===== config.mk =====
export PLATFORM = sky130hd
export DESIGN_NAME = bcd_halving_conv
export DESIGN_NICKNAME = d
export VERILOG_FILES = /design/src/rtl/bcdh_pkg.sv /design/src/rtl/bcdh_digit_fix.sv /design/src/rtl/bcdh_halver.sv /design/src/rtl/bcdh_ctrl.sv /design/src/rtl/bcd_halving_conv.sv
export SDC_FILE = /design/constraint.sdc
export NUM_CORES = 1
export LEC_CHECK = 0
export BUFFER_PORTS_ARGS = -buffer_cell sky130_fd_sc_hd__buf_4
export CAP_MARGIN = 30
export CORE_UTILIZATION = 25
export CTS_CLUSTER_SIZE = 28
export DETAILED_ROUTE_END_ITERATION = 10
export SETUP_SLACK_MARGIN = 0.1
export SLEW_MARGIN = 10
export SYNTH_ARGS = -nofsm -noshare
export SYNTH_HDL_FRONTEND = slang
export SYNTH_HIERARCHICAL = 1
export SYNTH_SLANG_ARGS = --single-unit

===== constraint.sdc =====
create_clock -name clk -period 1.63 [get_ports clk]
set_clock_uncertainty 0.05 [all_clocks]
set_input_delay 0.0815 -clock clk [delete_from_list [all_inputs] [get_ports clk]]
set_output_delay 0.0815 -clock clk [all_outputs]
set_load 0.005 [all_outputs]

===== src/rtl/bcdh_pkg.sv =====
package bcdh_pkg;

  // Smallest width w such that 2**w >= 10**digits.
  function automatic int unsigned bin_width(input int unsigned digits);
    longint unsigned lim;
    int unsigned     w;
    lim = 64'd1;
    for (int unsigned i = 0; i < digits; i++) lim = lim * 64'd10;
    w = 0;
    for (int k = 0; k < 63; k++) begin
      if ((64'd1 << k) < lim) w = k + 1;
    end
    return w;
  endfunction

  typedef enum logic {ST_IDLE = 1'b0, ST_RUN = 1'b1} conv_state_e;

endpackage


===== src/rtl/bcdh_digit_fix.sv =====
// Corrects one digit after the register shift. If bit 3 is set, it came
// from the digit above and is worth 5, not 8.
module bcdh_digit_fix (
  input  logic [3:0] nib_in,
  output logic [3:0] nib_out
);
  always_comb begin
    if (nib_in[3]) nib_out = nib_in - 4'd3;
    else           nib_out = nib_in;
  end
endmodule


===== src/rtl/bcdh_halver.sv =====
// Divides a packed decimal value by two in one combinational pass.
module bcdh_halver #(
  parameter int DIGITS = 4,
  localparam int W = 4 * DIGITS
) (
  input  logic [W-1:0] val_in,
  output logic [W-1:0] half_out,
  output logic         rem_out
);
  logic [W-1:0] shifted;

  always_comb begin
    shifted = {1'b0, val_in[W-1:1]};
    rem_out = val_in[0];
  end

  for (genvar g = 0; g < DIGITS; g++) begin : g_dig
    bcdh_digit_fix u_fix (
      .nib_in  (shifted[4*g +: 4]),
      .nib_out (half_out[4*g +: 4])
    );
  end
endmodule


===== src/rtl/bcdh_ctrl.sv =====
// Sequencer: idle/run state, step counter, one-cycle completion pulse.
module bcdh_ctrl #(
  parameter int STEPS = 14,
  localparam int CNT_W = (STEPS > 1) ? $clog2(STEPS) : 1
) (
  input  logic clk,
  input  logic rst_n,
  input  logic start,
  output logic load,
  output logic step,
  output logic ready,
  output logic done
);
  import bcdh_pkg::*;

  localparam logic [CNT_W-1:0] LAST = CNT_W'(STEPS - 1);

  conv_state_e      state_q, state_d;
  logic [CNT_W-1:0] cnt_q, cnt_d;
  logic             done_q, done_d;
  logic             cnt_en;

  always_comb begin
    state_d = state_q;
    cnt_d   = cnt_q;
    cnt_en  = 1'b0;
    done_d  = 1'b0;
    load    = 1'b0;
    step    = 1'b0;
    unique case (state_q)
      ST_IDLE: begin
        if (start) begin
          load    = 1'b1;
          state_d = ST_RUN;
          cnt_d   = '0;
          cnt_en  = 1'b1;
        end
      end
      ST_RUN: begin
        step   = 1'b1;
        cnt_en = 1'b1;
        if (cnt_q == LAST) begin
          state_d = ST_IDLE;
          done_d  = 1'b1;
          cnt_d   = '0;
        end else begin
          cnt_d = cnt_q + 1'b1;
        end
      end
      default: state_d = ST_IDLE;
    endcase
  end

  always_ff @(posedge clk or negedge rst_n) begin
    if (!rst_n) begin
      state_q <= ST_IDLE;
      cnt_q   <= '0;
      done_q  <= 1'b0;
    end else begin
      state_q <= state_d;
      done_q  <= done_d;
      if (cnt_en) cnt_q <= cnt_d;
    end
  end

  assign ready = (state_q == ST_IDLE);
  assign done  = done_q;

  // completion pulse lasts one cycle
  p_done_single_r3: assert property (@(posedge clk) disable iff (!rst_n)
    done |=> !done);
  // block is idle when the pulse is shown
  p_done_idle_r3: assert property (@(posedge clk) disable iff (!rst_n)
    done |-> ready);
  // accepted start makes the block busy
  p_accept_busy_r2: assert property (@(posedge clk) disable iff (!rst_n)
    (ready && start) |=> !ready);
  // start during a conversion neither restarts nor finishes it early
  p_start_ignored_r5: assert property (@(posedge clk) disable iff (!rst_n)
    (!ready && start && cnt_q != LAST) |=> (!ready && cnt_q == $past(cnt_q) + 1'b1));
endmodule


===== src/rtl/bcd_halving_conv.sv =====
module bcd_halving_conv #(
  parameter int DIGITS = 4,
  localparam int BIN_W = bcdh_pkg::bin_width(DIGITS),
  localparam int W = 4 * DIGITS
) (
  input  logic             clk,
  input  logic             rst_n,
  input  logic             start,
  input  logic [W-1:0]     bcd_in,
  output logic             ready,
  output logic [BIN_W-1:0] bin_out,
  output logic             done
);
  logic [W-1:0]     dec_q, dec_d, dec_half;
  logic [BIN_W-1:0] res_q, res_d;
  logic             rem;
  logic             load, step, dec_en;

  bcdh_ctrl #(.STEPS(BIN_W)) u_ctrl (
    .clk   (clk),
    .rst_n (rst_n),
    .start (start),
    .load  (load),
    .step  (step),
    .ready (ready),
    .done  (done)
  );

  bcdh_halver #(.DIGITS(DIGITS)) u_half (
    .val_in   (dec_q),
    .half_out (dec_half),
    .rem_out  (rem)
  );

  always_comb begin
    dec_en = load | step;
    dec_d  = dec_q;
    res_d  = res_q;
    if (load) begin
      dec_d = bcd_in;
      res_d = '0;
    end else if (step) begin
      dec_d = dec_half;
      res_d = {rem, res_q[BIN_W-1:1]};
    end
  end

  always_ff @(posedge clk or negedge rst_n) begin
    if (!rst_n) begin
      dec_q <= '0;
      res_q <= '0;
    end else if (dec_en) begin
      dec_q <= dec_d;
      res_q <= res_d;
    end
  end

  assign bin_out = res_q;

  // each step strictly reduces a nonzero decimal register
  p_shrinks_r7: assert property (@(posedge clk) disable iff (!rst_n)
    (step && dec_q != '0) |=> (dec_q < $past(dec_q)));
  // result is stable while idle without a new start
  p_hold_r6: assert property (@(posedge clk) disable iff (!rst_n)
    (ready && !start) |=> $stable(bin_out));
endmodule


* Yosys cells after proc, flatten, opt, wreduce, memory -nomap -nowiden *
Index checks and enable logic that the tools add are counted.

storage, ports and cells
  bits in registers = 36

cells by class
  $add $sub $neg = 4
  eq/ne operators = 2
  multiplexer cells = 18
  bitwise logic cells = 2
  reduce and logical (&&, ||, !) cells = 3

operators with widths
  kind                 number
  $mux 16              2
  $mux 14              2
  $mux 4               5
  $sub 4x2->4 const B  3
  $pmux 4 s2           1
  $mux 1               6
  $add 4x1->4 const B  1
  $eq 4x4->1 const B   1
  $pmux 1 s2           2
  $reduce_and 2->1     2
  $ne 2x2->1 const B   1
  $reduce_bool 2->1    1
  $not 1->1            1
  $or 1x1->1           1

* Longest topological paths before layout *
  word-level depth = 4
  mapped depth = 6
  depth with buffers taken out = 5

* Cells and area by module *
Netlist, hierarchy kept.

modules (own cells, without submodules)
  module            instances  cells an instance  area an instance (µm²)  seq. area each (µm²)
  bcd_halving_conv  1          115                1335.0                  750.7
  bcdh_ctrl         1          30                 287.8                   150.1
  bcdh_digit_fix    4          7                  62.6                    0.0
  bcdh_halver       1          2                  11.3                    0.0

* Least setup slack after synthesis *
OpenSTA, ideal clock, no wires.

  path type = flip-flop to flip-flop
  start point = register dec_q[1]
  end point = register dec_q[1]
  arrival time = 1.107 ns
  slack = 0.350 ns
  cell stages (with the launch flop) = 5
  buffers on the path = 0
  clock period less this slack = 1.280 ns
  cells stage by stage = dfrtp_1 ha_1 mux2_4 mux2i_1 o21ai_1

between the ends
  cells in the longest elaborated chain, start to end = 4

RTL lines
  item                    RTL line                source
  from (decl)             bcd_halving_conv.sv:14  logic [W-1:0] dec_q, dec_d, dec_half;
  from (signal assigned)  bcd_halving_conv.sv:50  dec_q <= '0;
  from (signal assigned)  bcd_halving_conv.sv:53  dec_q <= dec_d;
  $sub 4x2->4             bcdh_digit_fix.sv:8     if (nib_in[3]) nib_out = nib_in - 4'd3;
  $mux 4                  bcdh_digit_fix.sv:8
  net dec_half[1]         bcd_halving_conv.sv:14
  $mux 16                 bcd_halving_conv.sv:42  end else if (step) begin
  $mux 16                 bcd_halving_conv.sv:39  if (load) begin

The timed path passes the listed nets, and every way through them passes these cells. The select of a mux whose other input is x is not followed.
A chain may end at the register's enable or synchronous reset.

* Final worst setup path *
  start point = register dec_q[9]
  end point = register dec_q[9]

The elaborated chain is that of the path after synthesis.

==> metrics.txt <==
sequential share of the synthesized area 47.8%; Min-Delay Path Depth 3; crit share post-route 83.1%; critical path type register to register; final hold vios 0; area growth from synthesis to layout 32.7%; via count 1367; ant diodes 0; postcts setup bufs 0; Hold WS 0.0339 ns; Critical Path Slowest Stage Cell dfrtp_1; Critical Path Max Stage Delay 0.42 ns; Sw Ratio 35.0%; flops & latches, synth 36; Data required, critical path 1.75 ns; vias in the first global route 1292; dpl cells 305; crit path from dec_q[9]$_DFFE_PN0P_; final instance area 0.00250 sq mm; crit path capture type register; RSZ-0062 raised after global routing false; pin count of the biggest net entering global routing 37; DIE HEIGHT 88.8 um; clk sinks 36; status finished, final reports clean; area of the mapped netlist 0.00188 sq mm; first-pass GRT wire length 5960 um; remaining antenna violation count 0; Final setup viols 0; worst flop-to-flop path startpoint dec_q[9]$_DFFE_PN0P_; I/O Buffers 34; root buffer cell clkbuf_8; crit path launch type register; Hold EP u_ctrl/state_q$_DFF_PN0_; largest family of logic cells by synthesized area multiplexers; Clk network pwr share 17.5%; drt drc 0; Initial Util 26.0%; post-route insts no fill 330; Placement Rows 31; Cell Pwr Density 1760 mW/mm^2; fin nets 255; hpwl dp 2460 um; combinational fraction of design power 43.1%; clock buffer depth 2; GR met1 Demand/Resource 12.6%; Routed WL 3530 um; area of the multi-input gates 877 sq um; Cells after Synth 175; Pleak 1.30 nW; routing usage on met2 16.2%; commonest non-fill, non-tap cells in the layout buf_4 (37), dfrtp_1 (35), mux2i_1 (30); start point of the worst min-delay path start; Flop pwr share 39.5%; NetSw 1.54 mW; Power Internal 2.87 mW; Area after DPL 0.00222 sq mm; XOR/XNOR Fraction of Synth Area 3.72%; routability cong. 0.790; router iterations before antenna repair 3; I/O pins 35; worst setup margin 0.276 ns; total CTS buffers 5; grt ovf 0; Synth Area in Simple Gates 11.0%; CTS tree built; worst reg2reg setup slack 0.28 ns; crit-path max FO 4; initial antenna violation count 0; Tot GR Track Use 10.0%; layout cells sized above 1 22.5%; Max-Cap Viols 0; minimum clock period 1.35 ns; drt wl/cell 10.7 um; core area 0.00725 sq mm; die area 0.00789 sq mm; mux share of post-synthesis cell area 19.1%; worst-skew pair later-pin latency 0.28 ns; crit path DAT 1.47 ns; layer with the highest usage met2; Synth Area in Compound Gates 7.97%; initial drt markers 46; pre-CTS setup slack 0.280 ns; Die Width 88.8 um; FF-to-FF End dec_q[9]$_DFFE_PN0P_; cell count of the worst reg-to-reg path 4; Vias/cell 4.14; Sum Neg Setup Slack 0 ns; Seq. cell area 902 sq um; fmax 0.738 GHz; adder-cell share of the synthesized area 3.98%; Filler cells 759; crit-path cells ha_1 > mux2_4 > mux2i_1 > o21ai_1; Final Max Slew Viols 0; Yosys warning total 6; average cell area after synthesis 10.8 sq um; commonest non-fill, non-tap cell in the layout buf_4; worst min path class primary input to register; clock slew seen by the registers of the worst setup and hold paths 0.07 ns; met3 Track Usage GR 3.26%; Peak VDD IR 0.515 mV; Distinct cells, synth 28; level count of the clock H-tree 2
[power by group through the flow]
stage          Clock, mW  Combinational [mW]  Sequential (mW)
6_report           0.770                1.90             1.74
5_1_grt            0.842                2.18             1.81
4_1_cts            0.810                1.94             1.75
3_5_place_dp           0                1.90             1.76
3_3_place_gp           0                1.84             1.75
2_1_floorplan          0                1.48             1.68
[critical path, delay by kind of cell, from the launching register on]
family	cells	cell delay (ns)
flops	1	0.42
mux	2	0.39
fa+ha+maj	1	0.30
compound gates	1	0.07
[cell type report]
type                       instances  share of cell area, %
inverter                           5                  0.750
timing repair buffer              55                   18.7
clock buffer                       5                   2.75
multi-input combinational        127                   35.1
sequential                        36                   36.1
tap                               99                   4.95
clock inverter                     3                   1.70
[per-stage QoR]
step | total power [mW] | util [%]
3_5_place_dp | 3.67 | 30.6
2_1_floorplan | 3.15 | -
6_report | 4.41 | 34.5
3_3_place_gp | 3.59 | 30.6
4_1_cts | 4.51 | 34.5
5_1_grt | 4.83 | 34.5
[metal layers]
metal / vias to the layer above / part of all wire (%)
met4: 0 / 0.85
met5: - / 0
met1: 645 / 47
li1: 696 / -
met2: 22 / 48
met3: 4 / 4.7
[logic make-up (layout without fill, tap and decap cells)]
kind of cell | after synthesis | after routing
DFF | 36 | 36
buffers and inverters | 15 | 68
adders and majority gates | 6 | 6
xor gates and xnor gates | 8 | 8
other | 1 | 4
and+or+nand+nor | 47 | 47
muxes | 34 | 34
AOI/OAI and AO/OA | 28 | 28
[flip-flops by register name, summed over array words and instances (netlist names)]
name	flops
u_ctrl/cnt_q	4
u_ctrl/state_q	1
u_ctrl/done	1
dec_q	16
bin_out	14
[worst max path at each step]
stage,to
6_report,dec_q[9]$_DFFE_PN0P_
5_1_grt,dec_q[9]$_DFFE_PN0P_
3_3_place_gp,dec_q[1]$_DFFE_PN0P_
2_1_floorplan,dec_q[1]$_DFFE_PN0P_
4_1_cts,dec_q[1]$_DFFE_PN0P_
3_5_place_dp,dec_q[5]$_DFFE_PN0P_
[Yosys cell counts, drive strengths merged]
| cell type | number | area [sq um] |
|---|---|---|
| a21oi | 5 | 25.0 |
| a31oi | 1 | 6.26 |
| and3 | 1 | 6.26 |
| buf | 9 | 93.8 |
| clkbuf | 1 | 5.00 |
| conb | 1 | 3.75 |
| dfrtp | 36 | 901 |
| ha | 6 | 75.1 |
| inv | 5 | 18.8 |
| mux2 | 4 | 60.1 |
| mux2i | 30 | 300 |
| nand2 | 18 | 67.6 |
| nand2b | 5 | 31.3 |
| nand3 | 2 | 10.0 |
| nand4 | 1 | 6.26 |
| nor2 | 16 | 60.1 |
| nor2b | 4 | 25.0 |
| o21ai | 19 | 95.1 |
| o311ai | 1 | 8.76 |
| o31ai | 2 | 15.0 |
| xnor2 | 4 | 35.0 |
| xor2 | 4 | 35.0 |
[repair_timing]
item,CTS,global route
setup endpoints to repair,0,0
resized for setup,0,0
hold buffers,17,0
endpoints found under the hold margin,52,0
Power figures use the tool's default switching activity.
